## src/rtl/hfu_pkg.sv

```systemverilog
package hfu_pkg;
  parameter int unsigned HFU_HTB_WORDS = 4;
  parameter int unsigned HFU_IDX_W     = $clog2(HFU_HTB_WORDS);
  parameter int unsigned HFU_EPOCH_W   = 2;

  typedef logic [HFU_EPOCH_W-1:0] epoch_t;

  // tag travelling beside each memory read
  typedef struct packed {
    logic                 vld;
    logic                 is_hint;
    logic [HFU_IDX_W-1:0] idx;
    epoch_t               epoch;
  } rd_tag_t;
endpackage

```

## src/rtl/hfu_fetch_fifo.sv

```systemverilog
module hfu_fetch_fifo #(
  parameter int unsigned W     = 32,
  parameter int unsigned DEPTH = 8
) (
  input  logic                         clk_i,
  input  logic                         rst_ni,
  input  logic                         flush_i,
  input  logic                         push_i,
  input  logic [W-1:0]                 din_i,
  input  logic                         pop_i,
  output logic [W-1:0]                 dout_o,
  output logic                         empty_o,
  output logic [$clog2(DEPTH+1)-1:0]   count_o
);
  localparam int unsigned AW = $clog2(DEPTH);
  localparam int unsigned CW = $clog2(DEPTH+1);

  logic [W-1:0]  mem_q [DEPTH];
  logic [AW-1:0] rd_ptr_q, wr_ptr_q;
  logic [CW-1:0] cnt_q;
  logic          do_push, do_pop;

  assign empty_o = (cnt_q == '0);
  assign count_o = cnt_q;
  assign dout_o  = mem_q[rd_ptr_q];
  assign do_push = push_i && (cnt_q < CW'(DEPTH)) && !flush_i;
  assign do_pop  = pop_i && !empty_o && !flush_i;

  function automatic logic [AW-1:0] inc(input logic [AW-1:0] p);
    return (p == AW'(DEPTH-1)) ? '0 : p + 1'b1;
  endfunction

  always_ff @(posedge clk_i or negedge rst_ni) begin
    if (!rst_ni) begin
      rd_ptr_q <= '0;
      wr_ptr_q <= '0;
      cnt_q    <= '0;
    end else if (flush_i) begin
      rd_ptr_q <= '0;
      wr_ptr_q <= '0;
      cnt_q    <= '0;
    end else begin
      if (do_push) wr_ptr_q <= inc(wr_ptr_q);
      if (do_pop)  rd_ptr_q <= inc(rd_ptr_q);
      case ({do_push, do_pop})
        2'b10:   cnt_q <= cnt_q + 1'b1;
        2'b01:   cnt_q <= cnt_q - 1'b1;
        default: cnt_q <= cnt_q;
      endcase
    end
  end

  always_ff @(posedge clk_i) begin
    if (do_push) mem_q[wr_ptr_q] <= din_i;
  end
endmodule

```

## src/rtl/hfu_hint_buf.sv

```systemverilog
module hfu_hint_buf #(
  parameter int unsigned W     = 32,
  parameter int unsigned WORDS = 4,
  parameter int unsigned IW    = $clog2(WORDS)
) (
  input  logic          clk_i,
  input  logic          rst_ni,
  input  logic          clear_i,
  input  logic          wr_i,
  input  logic [IW-1:0] wr_idx_i,
  input  logic [W-1:0]  wr_data_i,
  input  logic [IW-1:0] rd_idx_i,
  output logic [W-1:0]  rd_data_o,
  output logic          rd_vld_o
);
  logic [W-1:0]     data_q [WORDS];
  logic [WORDS-1:0] vld_q;

  for (genvar g = 0; g < WORDS; g++) begin : g_word
    logic hit;
    assign hit = wr_i && (wr_idx_i == IW'(g));

    always_ff @(posedge clk_i or negedge rst_ni) begin
      if (!rst_ni)      vld_q[g] <= 1'b0;
      else if (clear_i) vld_q[g] <= 1'b0;
      else if (hit)     vld_q[g] <= 1'b1;
    end

    always_ff @(posedge clk_i) begin
      if (hit && !clear_i) data_q[g] <= wr_data_i;
    end
  end

  assign rd_data_o = data_q[rd_idx_i];
  assign rd_vld_o  = vld_q[rd_idx_i];
endmodule

```

## src/rtl/hfu_mem_port.sv

```systemverilog
module hfu_mem_port
  import hfu_pkg::*;
#(
  parameter int unsigned AW  = 32,
  parameter int unsigned LAT = 2,
  parameter int unsigned IFW = $clog2(LAT+1)
) (
  input  logic                 clk_i,
  input  logic                 rst_ni,
  input  logic                 fill_req_i,
  input  logic [AW-1:0]        fill_addr_i,
  input  logic [HFU_IDX_W-1:0] fill_idx_i,
  input  epoch_t               fill_epoch_i,
  input  logic                 pf_req_i,
  input  logic [AW-1:0]        pf_addr_i,
  input  epoch_t               pf_epoch_i,
  output logic                 fill_gnt_o,
  output logic                 pf_gnt_o,
  output logic                 mem_req_o,
  output logic [AW-1:0]        mem_addr_o,
  output rd_tag_t              ret_o,
  output logic [IFW-1:0]       inl_inflight_o
);
  rd_tag_t issue;
  rd_tag_t pipe_q [LAT];

  // target loads win the port
  assign fill_gnt_o = fill_req_i;
  assign pf_gnt_o   = pf_req_i && !fill_req_i;
  assign mem_req_o  = fill_req_i || pf_req_i;
  assign mem_addr_o = fill_req_i ? fill_addr_i : pf_addr_i;

  always_comb begin
    issue.vld     = mem_req_o;
    issue.is_hint = fill_req_i;
    issue.idx     = fill_req_i ? fill_idx_i : '0;
    issue.epoch   = fill_req_i ? fill_epoch_i : pf_epoch_i;
  end

  for (genvar s = 0; s < LAT; s++) begin : g_stage
    always_ff @(posedge clk_i or negedge rst_ni) begin
      if (!rst_ni)     pipe_q[s] <= '0;
      else if (s == 0) pipe_q[s] <= issue;
      else             pipe_q[s] <= pipe_q[(s == 0) ? 0 : s-1];
    end
  end

  assign ret_o = pipe_q[LAT-1];

  always_comb begin
    inl_inflight_o = '0;
    for (int i = 0; i < LAT; i++) begin
      if (pipe_q[i].vld && !pipe_q[i].is_hint) inl_inflight_o = inl_inflight_o + 1'b1;
    end
  end
endmodule

```

## src/rtl/hint_fetch_unit.sv

```systemverilog
module hint_fetch_unit
  import hfu_pkg::*;
#(
  parameter int unsigned ADDR_W     = 32,
  parameter int unsigned DATA_W     = 32,
  parameter int unsigned IPB_DEPTH  = 8,
  parameter int unsigned MEM_LAT    = 2,
  parameter logic [31:0] RESET_ADDR = 32'h0000_0100
) (
  input  logic              clk_i,
  input  logic              rst_ni,
  input  logic              hint_valid_i,
  input  logic [ADDR_W-1:0] hint_branch_pc_i,
  input  logic [ADDR_W-1:0] hint_target_pc_i,
  output logic              mem_req_o,
  output logic [ADDR_W-1:0] mem_addr_o,
  input  logic [DATA_W-1:0] mem_rdata_i,
  output logic              fetch_valid_o,
  input  logic              fetch_ready_i,
  output logic [ADDR_W-1:0] fetch_pc_o,
  output logic [DATA_W-1:0] fetch_instr_o,
  output logic              fetch_from_hint_o
);
  localparam int unsigned HTB_WORDS = HFU_HTB_WORDS;
  localparam int unsigned IW        = HFU_IDX_W;
  localparam int unsigned FPW       = $clog2(HTB_WORDS+1);
  localparam int unsigned CW        = $clog2(IPB_DEPTH+1);
  localparam int unsigned IFW       = $clog2(MEM_LAT+1);
  localparam logic [ADDR_W-1:0] STEP = ADDR_W'(4);
  localparam logic [ADDR_W-1:0] SPAN = ADDR_W'(4*HTB_WORDS);

  // hint entry
  logic              hint_vld_q;
  logic [ADDR_W-1:0] br_q, tg_q;
  epoch_t            h_epoch_q;
  logic [FPW-1:0]    fill_ptr_q;
  // fetch state
  logic [ADDR_W-1:0] pc_q, pc_nxt;
  logic              hmode_q;
  logic [IW-1:0]     hptr_q;
  // prefetch state
  logic [ADDR_W-1:0] pf_addr_q;
  epoch_t            i_epoch_q;

  logic              accept, match, enter, leave, flush;
  logic              fill_req, fill_gnt, pf_req, pf_gnt;
  logic [ADDR_W-1:0] fill_addr;
  rd_tag_t           ret;
  logic [IFW-1:0]    inl_inflight;
  logic              ipb_empty;
  logic [CW-1:0]     ipb_cnt;
  logic [DATA_W-1:0] ipb_dout, htb_dout;
  logic              htb_vld;

  assign accept = fetch_valid_o && fetch_ready_i;
  assign match  = !hmode_q && hint_vld_q && !hint_valid_i && (pc_q == br_q);
  assign enter  = accept && match;
  assign leave  = accept && hmode_q && (hptr_q == IW'(HTB_WORDS-1));
  assign flush  = enter || (hint_valid_i && hmode_q);
  assign pc_nxt = !accept ? pc_q : (match ? tg_q : pc_q + STEP);

  assign fill_req  = hint_vld_q && (fill_ptr_q < FPW'(HTB_WORDS));
  assign fill_addr = tg_q + (ADDR_W'(fill_ptr_q) << 2);
  assign pf_req    = !flush && ((int'(ipb_cnt) + int'(inl_inflight)) < int'(IPB_DEPTH));

  hfu_mem_port #(
    .AW  (ADDR_W),
    .LAT (MEM_LAT),
    .IFW (IFW)
  ) u_port (
    .clk_i          (clk_i),
    .rst_ni         (rst_ni),
    .fill_req_i     (fill_req),
    .fill_addr_i    (fill_addr),
    .fill_idx_i     (fill_ptr_q[IW-1:0]),
    .fill_epoch_i   (h_epoch_q),
    .pf_req_i       (pf_req),
    .pf_addr_i      (pf_addr_q),
    .pf_epoch_i     (i_epoch_q),
    .fill_gnt_o     (fill_gnt),
    .pf_gnt_o       (pf_gnt),
    .mem_req_o      (mem_req_o),
    .mem_addr_o     (mem_addr_o),
    .ret_o          (ret),
    .inl_inflight_o (inl_inflight)
  );

  hfu_fetch_fifo #(
    .W     (DATA_W),
    .DEPTH (IPB_DEPTH)
  ) u_ipb (
    .clk_i   (clk_i),
    .rst_ni  (rst_ni),
    .flush_i (flush),
    .push_i  (ret.vld && !ret.is_hint && (ret.epoch == i_epoch_q)),
    .din_i   (mem_rdata_i),
    .pop_i   (accept && !hmode_q),
    .dout_o  (ipb_dout),
    .empty_o (ipb_empty),
    .count_o (ipb_cnt)
  );

  hfu_hint_buf #(
    .W     (DATA_W),
    .WORDS (HTB_WORDS),
    .IW    (IW)
  ) u_htb (
    .clk_i     (clk_i),
    .rst_ni    (rst_ni),
    .clear_i   (hint_valid_i),
    .wr_i      (ret.vld && ret.is_hint && (ret.epoch == h_epoch_q)),
    .wr_idx_i  (ret.idx),
    .wr_data_i (mem_rdata_i),
    .rd_idx_i  (hptr_q),
    .rd_data_o (htb_dout),
    .rd_vld_o  (htb_vld)
  );

  always_ff @(posedge clk_i or negedge rst_ni) begin
    if (!rst_ni) begin
      hint_vld_q <= 1'b0;
      br_q       <= '0;
      tg_q       <= '0;
      h_epoch_q  <= '0;
      fill_ptr_q <= FPW'(HTB_WORDS);
    end else if (hint_valid_i) begin
      hint_vld_q <= 1'b1;
      br_q       <= hint_branch_pc_i;
      tg_q       <= hint_target_pc_i;
      h_epoch_q  <= h_epoch_q + 1'b1;
      fill_ptr_q <= '0;
    end else if (fill_gnt) begin
      fill_ptr_q <= fill_ptr_q + 1'b1;
    end
  end

  always_ff @(posedge clk_i or negedge rst_ni) begin
    if (!rst_ni) begin
      pc_q    <= RESET_ADDR;
      hmode_q <= 1'b0;
      hptr_q  <= '0;
    end else begin
      pc_q <= pc_nxt;
      if (hint_valid_i || leave) hmode_q <= 1'b0;
      else if (enter)            hmode_q <= 1'b1;
      if (enter)                     hptr_q <= '0;
      else if (accept && hmode_q)    hptr_q <= hptr_q + 1'b1;
    end
  end

  always_ff @(posedge clk_i or negedge rst_ni) begin
    if (!rst_ni) begin
      pf_addr_q <= RESET_ADDR;
      i_epoch_q <= '0;
    end else if (flush) begin
      pf_addr_q <= enter ? tg_q + SPAN : pc_nxt;
      i_epoch_q <= i_epoch_q + 1'b1;
    end else if (pf_gnt) begin
      pf_addr_q <= pf_addr_q + STEP;
    end
  end

  assign fetch_valid_o     = hmode_q ? htb_vld : !ipb_empty;
  assign fetch_pc_o        = pc_q;
  assign fetch_instr_o     = hmode_q ? htb_dout : ipb_dout;
  assign fetch_from_hint_o = hmode_q;
endmodule

```

## config.mk

```make
export PLATFORM = sky130hd
export DESIGN_NAME = hint_fetch_unit
export DESIGN_NICKNAME = d
export VERILOG_FILES = /design/src/rtl/hfu_pkg.sv /design/src/rtl/hfu_fetch_fifo.sv /design/src/rtl/hfu_hint_buf.sv /design/src/rtl/hfu_mem_port.sv /design/src/rtl/hint_fetch_unit.sv
export SDC_FILE = /design/constraint.sdc
export NUM_CORES = 1
export LEC_CHECK = 0
export ABC_AREA = 1
export BUFFER_PORTS_ARGS = -buffer_cell sky130_fd_sc_hd__buf_4
export CORE_MARGIN = 5
export CORE_UTILIZATION = 40
export DETAILED_ROUTE_END_ITERATION = 10
export GPL_TIMING_DRIVEN = 0
export PLACE_DENSITY = 0.62
export SETUP_SLACK_MARGIN = 0.5
export SYNTH_ARGS = -nofsm -noshare
export SYNTH_HDL_FRONTEND = slang
export SYNTH_SLANG_ARGS = --single-unit
```

## constraint.sdc

```tcl
create_clock -name clk_i -period 12.62 [get_ports clk_i]
set_input_delay 2.524 -clock clk_i [delete_from_list [all_inputs] [get_ports clk_i]]
set_output_delay 2.524 -clock clk_i [all_outputs]
set_load 0.02 [all_outputs]
```

==> summary.txt, run 1 <==
Status
  • Outcome: completed

Synthesis
  • Number of flip-flops and latches in the synthesized netlist: 549
  • Cells after synthesis: 2752
  • Ys Warns: 0
  • Net Count, Synth: about 2900
  • Average cell area after synthesis: 9.427 um^2
  • Post-synthesis cell area: between 20000 and 30000 um^2
  • Synth unique cells: 49
  • Sequential fraction of the synthesis area: 60.38%

Clock tree
  • Number of buffers on the longest clock path: 3
  • Number of hold buffers added after CTS: 0
  • Clock-pin slew reported for the worst setup and hold paths after clock tree synthesis: 0.06 ns
  • Clock tree from TritonCTS: built
  • Clk sinks: 549
  • Root cell of the clock tree: sky130_fd_sc_hd__clkbuf_16
  • Number of gates resized after cts: 0
  • Setup repair bufs after CTS: 0
  • Max H-tree Level: 2
  • Number of CTS-inserted buffers: 60
  • Clk_lat worst skew: 0.69 ns

Global route
  • Number of global-route vias before repair: 21092
  • Remaining global-route overflow: 0
  • Tot GR Track Use: 24.91%
  • Antenna violations before repair: 0
  • Largest net degree at the start of global routing: 107
  • First-pass GRT wire length: 133.8 mm

Cells and area
  • Layout overhead on the synthesized area: 19.26%
  • Nets@finish: between 3000 and 4000
  • Commonest cells after routing, fill and taps aside: 494 x sky130_fd_sc_hd__nor2_1, 493 x sky130_fd_sc_hd__nand2_1, 384 x sky130_fd_sc_hd__edfxtp_1, 350 x sky130_fd_sc_hd__o21ai_0, 213 x sky130_fd_sc_hd__buf_4
  • Fraction of final layout cells with drive strength greater than 1: between 10% and 20%
  • Post-layout util: between 40 and 50%
  • Fill count: 6095
  • Commonest non-fill, non-tap cell in the layout: sky130_fd_sc_hd__nor2_1

Flow run
  • Number of maximum-capacitance constraint violations: 0

Place
  • Final weighted congestion in routability-driven placement: 0.9859
  • Detailed placer's ending HPWL: around 68 mm
  • Number of input and output port buffers inserted: ~200

Power and ir drop
  • Max VDD drop: 0.1752 mV
  • Static leakage: about 12 nW
  • Post-route total power: a little under 6 mW
  • Power density normalized to cell area: 190.6 nW/um^2

Die
  • Initial core utilization: 40.32%
  • Die Area: roughly 70000 um^2
  • Placeable core region: 64350 um^2
  • Die Span X: ~260 um
  • Die boundary height: between 200 and 300 um
  • Floorplan row count: 93
  • Ports: 199

STA
  • Transition time at the pin with the least slew margin: 1.001 ns
  • RSZ-0062 raised after global routing: no
  • Layout Skew: 0.1053 ns
  • Share of the clock period used by the worst path: between 50 and 60%
  • Min Clock Period, post-route: 7.153 ns
  • Final count of hold timing violations: 0
  • Setup Total Neg Slack: 0 ns
  • Headroom to the max-slew limit: 32.93%
  • # setup viols final: 0
  • Maximum clock rate: 0.1398 GHz
  • Count of pins over their slew limit: 0

Routing
  • Antenna violation net count after detailed routing: 0
  • Vias per inst: 5.456
  • Detailed router's first-iteration violation count: 2477
  • Via Count: 21591
  • Total detailed-routing wirelength: 90.91 mm
  • Post-route DRC violation count: 0
  • Number of detailed-routing iterations run before antenna repair: 6
  • Routed wire length per instance: between 20 and 25 um

Critical path
  • Maximum net fanout on the critical path: 10
  • Worst EP arrival: 4.63 ns
  • Crit path cell chain: buf_6, inv_2, nand2_1, nor3_1, nand3_1, nor2_4, nand3_4, nand2_4, buf_6, buf_6, o21ai_0, buf_4
  • CP dominant cell by count: sky130_fd_sc_hd__buf_6
  • Element type at the critical path start: input port
  • Slowest stage cell on the critical path: sky130_fd_sc_hd__buf_4
  • Required time of the critical path: 10.10 ns
  • Crit. End Element: output port
  • Largest stage delay on the critical path: about 0.29 ns
  • Worst Setup Path Type: in -> out

Hold path
  • Worst hold path class: reg -> reg
[layer usage]
| metal | wire, um | global-route usage (%) | share of wire, % | vias up |
|---|---|---|---|---|
| met5 | 0 | 0 | 0 | - |
| met3 | 7870 | 4.529 | 8.7 | 124 |
| met1 | 38660 | 35.47 | 43 | 10506 |
| li1 | - | - | - | 9960 |
| met4 | 2615 | 7.538 | 2.9 | 0 |
| met2 | 41770 | 39.24 | 46 | 1001 |
[report_power, final]
group | internal [mW] | total (mW) | switching (mW)
sequential | 2.09 | 2.27 | 0.175
combinational | 0.622 | 1.93 | 1.31
clock | 0.933 | 1.70 | 0.763
[worst max-delay path: cells and delay by family]
family                 cells  cell delay [ns]
AOI/OAI and AO/OA          1             0.27
buffers and inverters      5             0.89
and+or+nand+nor            6             0.92
[cells in the mapped netlist (all sizes together)]
| cell type | instances | area share (%) |
|---|---|---|
| nor2 | 505 | 7.5 |
| nand2 | 498 | 7.3 |
| edfxtp | 384 | 44 |
| o21ai | 354 | 6.8 |
| inv | 207 | 3.0 |
| dfrtp | 162 | 16 |
| nand3 | 131 | 2.6 |
| clkbuf | 96 | 1.4 |
| xor2 | 64 | 2.2 |
| a21oi | 63 | 1.2 |
| nor3 | 45 | 0.89 |
| a31oi | 36 | 0.87 |
| o22ai | 36 | 0.87 |
| a211oi | 33 | 0.95 |
| buf | 32 | 0.72 |
| nand4 | 25 | 0.60 |
| ha | 16 | 0.77 |
| xnor2 | 13 | 0.44 |
| o211ai | 9 | 0.26 |
| o21a | 8 | 0.23 |
| nand3b | 6 | 0.17 |
| nor4 | 6 | 0.17 |
| a21o | 3 | 0.087 |
| dfstp | 3 | 0.30 |
| or2 | 3 | 0.072 |
| and3 | 2 | 0.048 |
| fa | 2 | 0.15 |
| o21bai | 2 | 0.058 |
| o31ai | 2 | 0.058 |
| a21boi | 1 | 0.043 |
| a221oi | 1 | 0.058 |
| and2 | 1 | 0.024 |
| clkinv | 1 | 0.014 |
| nor3b | 1 | 0.029 |
| o221ai | 1 | 0.034 |
[kinds of logic after synthesis]
family / Yosys count / synth area share [%]
flip-flops: 549 / 60.38
AO/OA/AOI/OAI: 549 / 11.57
adder cells (fa/ha/maj): 18 / 0.9260
XOR/XNOR: 77 / 2.600
AND/OR/NAND/NOR: 1223 / 19.40
buffers and inverters: 336 / 5.127
[sequential cells by signal (all words and copies together), names as in the netlist, 6 cells and up]
| register | cells |
|---|---|
| u_port.pipe_q | 6 |
| fetch_pc_o | 32 |
| u_htb.data_q | 128 |
| u_ipb.mem_q | 256 |
| pf_addr_q | 32 |
| u_port.ret_o | 6 |
| br_q | 32 |
| tg_q | 32 |
[layout make-up]
class / instances / area [um^2] / share of cell area [%]
Timing Repair Buffer: 240 / 1962 / 6.341
Clock buffer: 74 / 1574 / 5.087
Antenna cell: 1 / 2.502 / 0.008088
Buffer: 128 / 549.3 / 1.775
Tap cell: 855 / 1070 / 3.458
Clock inverter: 35 / 322.8 / 1.043
Multi-Input combinational cell: 1867 / 9015 / 29.14
Sequential cell: 549 / 15660 / 50.63
Inverter: 208 / 780.7 / 2.523
[worst paths after layout]
kind	startpoint	endpoint	slack [ns]	cells after the start
max	hint_valid_i	mem_req_o	5.47	12
min	u_port.pipe_q[8]	u_port.ret_o[2]	0.35	0
max reg2reg	hptr_q[1]	u_ipb.count_o[3]	8.95	18
min reg2reg	u_port.pipe_q[8]	u_port.ret_o[2]	0.35	0
max in group asynchronous	rst_ni	br_q[21]	9.86	2
min in group asynchronous	rst_ni	u_ipb.wr_ptr_q[1]	1.80	1
[metrics by stage]
stage               setup WS, ns  instances  hold WS, ns  area [um^2]
global route               5.307       3956       0.3543        30940
global placement           2.137       3804       0.3346        28490
finish                     5.467       3957       0.3506        30940
floorplan                  6.050       2752       0.3312        25940
detailed placement         5.469       3847       0.3387        29040
CTS                        5.471       3956       0.3509        30940
Power figures use the tool's default switching activity.
==> run 2: changes to the inputs <==
- PLACE_DENSITY: 0.62 -> 0.64
- clock period: 12.62 -> 6.1 ns (I/O delays scaled with it)
==> run 2 against run 1 <==
Effect of this change: utilization about the same; clock-buffer cell count is 2 higher; sequential share of layout area is 0.051 points higher; final area is 0.10% lower; critical path depth is 3 lower; non-clock buffer count down 2; via count down 0.28%; sequential power grew 110%; die area did not move; clock skew shrank 0.032 ns; final cell count about the same; critical path type is now reg -> out; highest routed layer is now met5.
==> summary.txt, run 2 (same netlist as run 1, synthesis figures left out) <==
Cells and area
  • Commonest non-fill, non-tap cell in the layout: sky130_fd_sc_hd__nor2_1
  • Top reg by flops: u_ipb.mem_q
  • Fill count: 6106 (+0.18%)
  • Top Registers: u_ipb.mem_q: 256 flops, u_htb.data_q: 128 flops
  • Final instance area: 30910 um^2 (-0.10%)
  • Layout overhead on the synthesized area: 19.14%
  • Multi-input gate area: 9015 um^2 (unchanged)
  • Flip-flop count of the largest register, all copies and words added: 256 (unchanged)
  • Seq. cell area: 15660 um^2 (unchanged)
  • Fraction of final layout cells with drive strength greater than 1: 12.91% (-0.12 points)
  • Commonest cells after routing, fill and taps aside: 494 x sky130_fd_sc_hd__nor2_1, 493 x sky130_fd_sc_hd__nand2_1, 384 x sky130_fd_sc_hd__edfxtp_1, 350 x sky130_fd_sc_hd__o21ai_0, 215 x sky130_fd_sc_hd__buf_4
  • Post-layout util: 48.03% (-0.049 points)
  • Nets@finish: 3168 (-0.13%)

Hold path
  • Launch instance of the worst min-delay path: u_port.pipe_q[9]
  • Worst hold path class: reg -> reg
  • Hold Path End: u_port.ret_o[3]
  • Count of cells along the worst hold path: 0 (unchanged)

Place
  • Final weighted congestion in routability-driven placement: 0.9644 (-2.2%)
  • Number of input and output port buffers inserted: 197 (unchanged)
  • Cell area after placement: 29020 um^2 (about the same)
  • Detailed placer's ending HPWL: 66.32 mm (-2.2%)

Clock tree
  • Root cell of the clock tree: sky130_fd_sc_hd__clkbuf_16
  • Number of CTS-inserted buffers: 58 (-3.3%)
  • Clock-pin slew reported for the worst setup and hold paths after clock tree synthesis: 0.06 ns (about the same)
  • Number of buffers on the longest clock path: 3 (unchanged)
  • Number of hold buffers added after CTS: 0 (unchanged)
  • Setup repair bufs after CTS: 0 (unchanged)
  • Max H-tree Level: 2 (unchanged)
  • Number of gates resized after cts: 0 (unchanged)
  • Clk_lat worst skew: 0.66 ns (-0.03 ns)
  • Clk sinks: 549 (unchanged)
  • Clock tree from TritonCTS: built

Global route
  • Antenna violations before repair: 3 (+3)
  • Number of global-route vias before repair: 21101 (+0.043%)
  • Largest net degree at the start of global routing: 110 (+2.8%)
  • First-pass GRT wire length: 131.6 mm (-1.7%)
  • Tot GR Track Use: 24.43% (-0.47 points)
  • Remaining global-route overflow: 0 (unchanged)

Die
  • Placeable core region: 64350 um^2 (unchanged)
  • Floorplan row count: 93 (unchanged)
  • Ports: 199 (unchanged)
  • Die Area: 70050 um^2 (unchanged)
  • Initial core utilization: 40.32% (unchanged)
  • Die boundary height: 264.7 um (unchanged)
  • Die Span X: 264.7 um (unchanged)

STA
  • Min Clock Period, post-route: 4.667 ns
  • Share of the clock period used by the worst path: 76.51%
  • Count of pins over their slew limit: 0 (unchanged)
  • RSZ-0062 raised after global routing: no
  • Maximum clock rate: 0.2143 GHz
  • Setup Total Neg Slack: 0 ns (unchanged)
  • Headroom to the max-slew limit: 32.52% (-0.41 points)
  • Layout Skew: 0.07325 ns (-0.03210 ns)
  • Transition time at the pin with the least slew margin: 1.012 ns (+0.01160 ns)
  • # setup viols final: 0 (unchanged)
  • Final count of hold timing violations: 0 (unchanged)

Power and ir drop
  • Power density normalized to cell area: 394.2 nW/um^2 (+110%)
  • Max VDD drop: 0.2478 mV (+41%)
  • Static leakage: 12.25 nW (about the same)

Critical path
  • Crit path cell chain: clkbuf_1, clkbuf_1, nor2_1, nor2_1, o21ai_0, a21oi_1, a211oi_1, a31oi_1, buf_4
  • Element type at the critical path start: register
  • Family with the most delay on the worst path: buffers and inverters
  • Largest stage delay on the critical path: 0.54 ns (+0.25 ns)
  • Reg-to-Reg Start: hptr_q[1]
  • Depth of the worst register-to-register path: 18 (unchanged)
  • Flop2flop setup slack: 2.53 ns (-6.42 ns)
  • Slowest stage cell on the critical path: sky130_fd_sc_hd__dfrtp_1
  • Worst EP arrival: 3.45 ns (-1.18 ns)
  • Worst Setup Path Type: reg -> out
  • Required time of the critical path: 4.88 ns (-5.22 ns)
  • Worst Path Buf+Inv: 3 (-2)
  • Maximum net fanout on the critical path: 10 (unchanged)
  • Capture instance of the worst register-to-register path: u_ipb.count_o[3]
  • Crit. End Element: output port

Routing
  • Post-route DRC violation count: 0 (unchanged)
  • Number of detailed-routing iterations run before antenna repair: 6 (unchanged)
  • Vias per inst: 5.444 (-0.23%)
  • Detailed router's first-iteration violation count: 2188 (-12%)
  • Antenna violation net count after detailed routing: 0 (unchanged)
  • Total detailed-routing wirelength: 88.77 mm (-2.4%)
  • Via Count: 21531 (-0.28%)
  • Routed wire length per instance: 22.45 um (-2.3%)

Status
  • Outcome: completed

Flow run
  • Number of maximum-capacitance constraint violations: 0 (unchanged)
-- run 2: worst max-delay path by stage --
stage / start / endpoint / depth (start not counted)
after global placement: hint_valid_i / u_htb.data_q[2][7] / 3
after global routing: fill_ptr_q[0] / mem_addr_o[26] / 15
after CTS: hptr_q[0] / fetch_instr_o[22] / 8
after detailed placement: hint_valid_i / mem_req_o / 12
after floorplan: hint_valid_i / u_htb.data_q[2][0] / 3
final: u_ipb.rd_ptr_q[0] / fetch_instr_o[25] / 9
-- run 2: per-layer routing --
metal / vias up / GRT usage [%] / share of wire [%]
met3: 185 / 4.019 / 7.8
met4: 2 / 8.699 / 3.9
met5: - / 0 / 0.012
met2: 958 / 40.56 / 48
li1: 9943 / - / -
met1: 10443 / 32.70 / 41
-- run 2: final cells by class --
type,count,area share (%)
sequential,549,50.68
multi-input combinational,1867,29.17
timing repair buffer,238,6.275
clock buffer,76,5.076
tap,855,3.461
inverter,208,2.526
buffer,128,1.777
clock inverter,32,1.024
antenna,2,0.01619
-- run 2: stage by stage --
step	hold WS, ns	std cells	worst slack (ns)	total power, mW
floorplan	0.3312	2752	0.8342	6.980
global placement	0.3322	3804	-2.746	8.646
detailed placement	0.3347	3845	1.620	8.716
CTS	0.3476	3953	1.401	12.21
global route	0.3520	3953	1.215	12.76
finish	0.3475	3955	1.433	12.18
-- run 2: power breakdown --
part | internal, mW | leakage (nW) | switching, mW
Sequential | 4.33 | 5.41 | 0.391
Combinational | 1.29 | 5.92 | 2.68
Clock | 1.95 | 0.911 | 1.54
Total | 7.57 | 12.2 | 4.62
-- run 2: worst reg2reg max path, delay by kind of cell (launching register included) --
kind | cells | cell delay [ns]
AO/OA/AOI/OAI | 1 | 0.15
XOR/XNOR | 1 | 0.18
adder cells (fa/ha/maj) | 1 | 0.33
buffers and inverters | 3 | 0.54
flip-flops | 1 | 0.34
AND/OR/NAND/NOR | 12 | 1.90
